===== src/rtl/hb_pkg.sv =====
package hb_pkg;
  typedef enum logic {
    MODE_STROBE = 1'b0,
    MODE_ENABLE = 1'b1
  } bus_mode_e;

  typedef struct packed {
    logic rd;
    logic wr;
  } bus_act_t;
endpackage


===== src/rtl/hb_sync.sv =====
module hb_sync #(
  parameter int          W       = 1,
  parameter int          STAGES  = 2,
  parameter logic [W-1:0] RST_VAL = '0
) (
  input  logic         clk,
  input  logic         rst,
  input  logic [W-1:0] d,
  output logic [W-1:0] q
);
  logic [W-1:0] chain [STAGES];

  for (genvar i = 0; i < STAGES; i++) begin : g_stage
    if (i == 0) begin : g_first
      always_ff @(posedge clk) begin
        if (rst) chain[i] <= RST_VAL;
        else     chain[i] <= d;
      end
    end else begin : g_next
      always_ff @(posedge clk) begin
        if (rst) chain[i] <= RST_VAL;
        else     chain[i] <= chain[i-1];
      end
    end
  end

  assign q = chain[STAGES-1];
endmodule


===== src/rtl/hb_decode.sv =====
module hb_decode
  import hb_pkg::*;
(
  input  bus_mode_e mode,
  input  logic      cs_n,
  input  logic      strb_a,
  input  logic      strb_b,
  output bus_act_t  act
);
  always_comb begin
    act = '0;
    if (!cs_n) begin
      unique case (mode)
        MODE_STROBE: begin
          act.rd = ~strb_a;
          act.wr = ~strb_b & strb_a;
        end
        MODE_ENABLE: begin
          act.rd = strb_a &  strb_b;
          act.wr = strb_a & ~strb_b;
        end
        default: act = '0;
      endcase
    end
  end
endmodule


===== src/rtl/hb_xfer.sv =====
module hb_xfer
  import hb_pkg::*;
#(
  parameter int DW      = 8,
  parameter int PARAM_W = 4
) (
  input  logic               clk,
  input  logic               rst,
  input  bus_act_t           act,
  input  logic               a0,
  input  logic [DW-1:0]      din,
  input  logic               queue_busy,
  input  logic [DW-1:0]      mem_rdata,
  output logic               cmd_wr,
  output logic               data_wr,
  output logic [DW-1:0]      wr_byte,
  output logic [PARAM_W-1:0] param_idx,
  output logic               data_rd,
  output logic [DW-1:0]      d_out,
  output logic               d_oe
);
  localparam logic [PARAM_W-1:0] CNT_MAX = {PARAM_W{1'b1}};

  logic               prev_wr, prev_rd;
  logic               a0_lat;
  logic [DW-1:0]      din_lat;
  logic [PARAM_W-1:0] cnt;
  logic               wr_end, rd_end;
  logic [DW-1:0]      status;

  assign wr_end = prev_wr & ~act.wr;
  assign rd_end = prev_rd & ~act.rd;
  assign status = {queue_busy, {(DW-1){1'b0}}};

  always_ff @(posedge clk) begin
    if (rst) begin
      prev_wr   <= 1'b0;
      prev_rd   <= 1'b0;
      a0_lat    <= 1'b0;
      din_lat   <= '0;
      cnt       <= '0;
      cmd_wr    <= 1'b0;
      data_wr   <= 1'b0;
      data_rd   <= 1'b0;
      wr_byte   <= '0;
      param_idx <= '0;
      d_out     <= '0;
      d_oe      <= 1'b0;
    end else begin
      prev_wr <= act.wr;
      prev_rd <= act.rd;
      if (act.wr || act.rd) a0_lat  <= a0;
      if (act.wr)           din_lat <= din;

      cmd_wr  <= wr_end &  a0_lat;
      data_wr <= wr_end & ~a0_lat;
      data_rd <= rd_end &  a0_lat;

      if (wr_end) wr_byte <= din_lat;

      if (wr_end && a0_lat) begin
        cnt <= '0;
      end else if (wr_end) begin
        param_idx <= cnt;
        if (cnt != CNT_MAX) cnt <= cnt + 1'b1;
      end

      d_oe <= act.rd;
      if (act.rd) d_out <= a0 ? mem_rdata : status;
    end
  end

  a_r5_one_pulse: assert property (@(posedge clk) disable iff (rst)
    $countones({cmd_wr, data_wr, data_rd}) <= 1);

  a_r5_rd_one_cycle: assert property (@(posedge clk) disable iff (rst)
    data_rd |=> !data_rd);

  a_r5_wr_one_cycle: assert property (@(posedge clk) disable iff (rst)
    (cmd_wr || data_wr) |=> !(cmd_wr || data_wr));

  a_r6_cmd_clears_cnt: assert property (@(posedge clk) disable iff (rst)
    cmd_wr |-> (cnt == '0));

  a_r7_cnt_advance: assert property (@(posedge clk) disable iff (rst)
    data_wr |-> ((cnt == param_idx + 1'b1) ||
                 (param_idx == CNT_MAX && cnt == CNT_MAX)));
endmodule


===== src/rtl/hostbus_port.sv =====
module hostbus_port #(
  parameter int DW          = 8,
  parameter int PARAM_W     = 4,
  parameter int SYNC_STAGES = 2
) (
  input  logic               clk,
  input  logic               rst,
  input  logic               bus_mode,
  input  logic               cs_n,
  input  logic               a0,
  input  logic               strb_a,
  input  logic               strb_b,
  input  logic [DW-1:0]      d_in,
  output logic [DW-1:0]      d_out,
  output logic               d_oe,
  input  logic               queue_busy,
  input  logic [DW-1:0]      mem_rdata,
  output logic               cmd_wr,
  output logic               data_wr,
  output logic [DW-1:0]      wr_byte,
  output logic [PARAM_W-1:0] param_idx,
  output logic               data_rd
);
  import hb_pkg::*;

  localparam int SW = DW + 5;
  localparam logic [SW-1:0] SYNC_RST = {1'b0, 1'b1, 1'b0, 1'b1, 1'b1, {DW{1'b0}}};

  logic [SW-1:0] raw_bus, syn_bus;
  logic          mode_s, cs_n_s, a0_s, strb_a_s, strb_b_s;
  logic [DW-1:0] din_s;
  bus_act_t      act;

  assign raw_bus = {bus_mode, cs_n, a0, strb_a, strb_b, d_in};

  hb_sync #(.W(SW), .STAGES(SYNC_STAGES), .RST_VAL(SYNC_RST)) u_sync (
    .clk (clk),
    .rst (rst),
    .d   (raw_bus),
    .q   (syn_bus)
  );

  assign {mode_s, cs_n_s, a0_s, strb_a_s, strb_b_s, din_s} = syn_bus;

  hb_decode u_dec (
    .mode   (bus_mode_e'(mode_s)),
    .cs_n   (cs_n_s),
    .strb_a (strb_a_s),
    .strb_b (strb_b_s),
    .act    (act)
  );

  hb_xfer #(.DW(DW), .PARAM_W(PARAM_W)) u_xfer (
    .clk        (clk),
    .rst        (rst),
    .act        (act),
    .a0         (a0_s),
    .din        (din_s),
    .queue_busy (queue_busy),
    .mem_rdata  (mem_rdata),
    .cmd_wr     (cmd_wr),
    .data_wr    (data_wr),
    .wr_byte    (wr_byte),
    .param_idx  (param_idx),
    .data_rd    (data_rd),
    .d_out      (d_out),
    .d_oe       (d_oe)
  );

  a_r10_oe_needs_cs: assert property (@(posedge clk) disable iff (rst)
    $rose(d_oe) |-> !$past(cs_n_s));
endmodule


===== config.mk =====
export PLATFORM = sky130hd
export DESIGN_NAME = hostbus_port
export DESIGN_NICKNAME = d
export VERILOG_FILES = /design/src/rtl/hb_pkg.sv /design/src/rtl/hb_sync.sv /design/src/rtl/hb_decode.sv /design/src/rtl/hb_xfer.sv /design/src/rtl/hostbus_port.sv
export SDC_FILE = /design/constraint.sdc
export NUM_CORES = 1
export LEC_CHECK = 0
export BUFFER_PORTS_ARGS = -buffer_cell sky130_fd_sc_hd__buf_2
export CORE_MARGIN = 2
export CORE_UTILIZATION = 25
export CTS_CLUSTER_SIZE = 10
export DETAILED_ROUTE_END_ITERATION = 16
export PLACE_DENSITY_LB_ADDON = 0.12
export RECOVER_POWER = 25
export SYNTH_ARGS = -nofsm -noshare
export SYNTH_HDL_FRONTEND = slang
export SYNTH_SLANG_ARGS = --single-unit

===== constraint.sdc =====
create_clock -name clk -period 4.4 [get_ports clk]
set_clock_uncertainty 0.2 [all_clocks]
set_input_delay 1.32 -clock clk [delete_from_list [all_inputs] [get_ports clk]]
set_output_delay 1.32 -clock clk [all_outputs]
set_load 0.01 [all_outputs]

==> impl_metrics.yaml <==
outcome:
  outcome: "finished clean"
timing:
  setup_tns_ps: 0
  setup_violations: 0
  worstMarginPinSlew_ps: 878
  finalHoldViolCount: 0
  slew_headroom: 0.415
  drv_slew: 0
  rsz0062_at_grt: "false"
  period_share: 0.591
  finalCriticalPeriod_ps: 2600
  max_freq_ghz: 0.385
critical_path:
  cp_max_fo: 15
  start_kind: "input port"
  crit_arrival_ps: 2600
  path_class: "in -> reg"
  cpMaxStageDelayCell: "clkbuf_1"
  required_ps: 4400
  slowest_delay_ps: 530
  path_cells: "clkbuf_1 > inv_1 > nand2_1 > mux2i_1"
  critical_path.endpoint_type: "flip-flop"
synthesis:
  synth_top_area_frac: 0.578
  synthTopCellsByArea: "dfxtp_1, nor2b_1, a21oi_1"
  yosys_warnings: 0
  yosysMostFrequentCell: "dfxtp_1"
  synth_nets: 253
  ys_ff_latch: 64
  synth_area_leader_cell: "dfxtp_1"
  synth-async-reset-ratio: 0
  avgSynthCellArea_um2: 9.73
  syn_area_um2: 2220
  synth_edf_count: 0
  synthDistinctLibCells: 36
  ys.flop_type: "dfxtp_1"
  seq_area_frac_synth: 0.578
  synthTopCellsByCount: "dfxtp_1, a21oi_1, nand2_1, nor2b_1, nand3_1"
  synth_cells: 228
routing:
  drtAntennaViolNets: 0
  drtPass1Iterations: 5
  wl_um: 4610
  drc_errors: 0
  drt_iter0_drc: 60
  avgViaCountPerCell: 4.35
  routedWlPerCell_um: 12.0
  vias: 1674
die:
  fp.coreArea_um2: 8680
  die_h_um: 98.2
  initial_core_util: 0.256
  die_x_um: 98.2
  die_area_um2: 9640
  pin_count: 48
  row_count: 34
cts:
  clock_sinks: 64
  htree_levels: 3
  ctsLongestPathBuffers: 2
  cts_buffers: 9
  postCtsHoldBufs: 0
  root_buffer: "clkbuf_8"
  post_cts_resized: 0
  clock_latency_ps: 330
  path_clk_slew_ps: 70
  postCtsSetupRepairBufs: 0
  cts_tree: "built"
place:
  portBuffers: 47
  dp_hpwl_um: 2910
  gp_congestion: 0.713
power:
  p_per_area_nw_per_um2: 393
  p_leak_nw: 1.06
  vdd_drop_max_uv: 153
run:
  drv_cap: 0
global_route:
  grt_use_total: 0.101
  grt_pass1_wl_um: 7770
  grt_pass1_vias: 1669
  grt_max_degree: 43
  globalRouteOverflowTotal: 0
  antenna_found_initial: 0
finish:
  utilization: 0.310
  area_growth_pct: 21.4
  n_antenna_cell: 0
  drive_gt1_frac: 0.260
  finalNetCount: 297
  nFillCells: 966
hold_path:
  holdCritPathClass: "reg -> reg"
cell type report:
class                   instances  area (um^2)  share of cell area
well taps                     108          135              0.0502
multi-input cells             139          830               0.308
flip-flops and latches         64         1280               0.476
clock inverters                 6         36.3              0.0135
inverters                       9         33.8              0.0125
clock buffers                  10          128              0.0474
repair buffers                 49          249              0.0925
kinds of logic after synthesis:
| family | share of synthesized area |
|---|---|
| compound gates | 0.174 |
| fa+ha+maj | 0.00564 |
| buf+inv | 0.0485 |
| flops | 0.578 |
| mux | 0.00902 |
| simple gates | 0.186 |
critical path: cells and delay by family:
| family | cells | cell delay, ps |
|---|---|---|
| buffers and inverters | 2 | 860 |
| multiplexers | 1 | 110 |
| AND/OR/NAND/NOR | 1 | 310 |
registers in the layout (all words and copies together) (netlist names):
register,flops
u_xfer.data_rd,1
u_xfer.cnt,4
u_sync.chain,26
u_xfer.din_lat,8
u_xfer.a0_lat,1
u_xfer.cmd_wr,1
u_xfer.prev_wr,1
u_xfer.param_idx,4
u_xfer.d_oe,1
u_xfer.wr_byte,8
u_xfer.data_wr,1
u_xfer.d_out,8
power breakdown:
| part | switching, mW | internal [mW] |
|---|---|---|
| logic | 0.0190 | 0.0167 |
| registers | 0.00512 | 0.591 |
| clock network | 0.226 | 0.201 |
through the flow:
stage               std cells  setup slack (ps)  total power [mW]  instance area [um^2]  hold slack (ps)
global placement          369              1870             0.646                  2530              193
floorplan                 228              2100             0.630                  2220              189
finish                    385              1800              1.06                  2690              210
global route              385              1660              1.11                  2690              230
CTS                       385              2030              1.08                  2690              214
detailed placement        369              1840             0.646                  2530              197
worst paths after layout:
kind	start	endpoint	slack [ps]	cells after the start
max	rst	u_xfer.a0_lat$_SDFFE_PP0P_	1800	4
min	u_sync.chain[0][9]$_SDFF_PP1_	u_sync.chain[1][9]$_SDFF_PP1_	210	1
max reg2reg	u_sync.chain[1][11]$_SDFF_PP1_	u_xfer.cnt[3]$_SDFFE_PP0P_	2390	3
min reg2reg	u_sync.chain[0][9]$_SDFF_PP1_	u_sync.chain[1][9]$_SDFF_PP1_	210	1
cells in the final DEF, fill, tap and decap left out, types with 2 or more instances in the layout:
| cell type | count |
|---|---|
| or2_2 | 6 |
| mux2i_1 | 2 |
| o21ai_0 | 2 |
| clkbuf_1 | 2 |
| dfxtp_1 | 64 |
| nor2_1 | 2 |
| buf_2 | 46 |
| buf_4 | 2 |
| o311ai_0 | 8 |
| a21oi_1 | 23 |
| nor2b_1 | 21 |
| nand3_1 | 13 |
| o31ai_1 | 10 |
| clkinv_2 | 4 |
| a31oi_1 | 2 |
| nand2_1 | 21 |
| nor3_1 | 2 |
| a311oi_1 | 2 |
| inv_1 | 8 |
| o21ai_1 | 10 |
| clkbuf_8 | 9 |
per-layer routing:
metal | GRT usage | vias to the layer above | wire [um]
li1 | - | 885 | -
met1 | 0.123 | 751 | 2290
met2 | 0.159 | 29 | 2050
met3 | 0.0315 | 9 | 200
met4 | 0.0537 | 0 | 81
met5 | 0 | - | 0
Note: power is estimated with default switching activity, not from simulation.
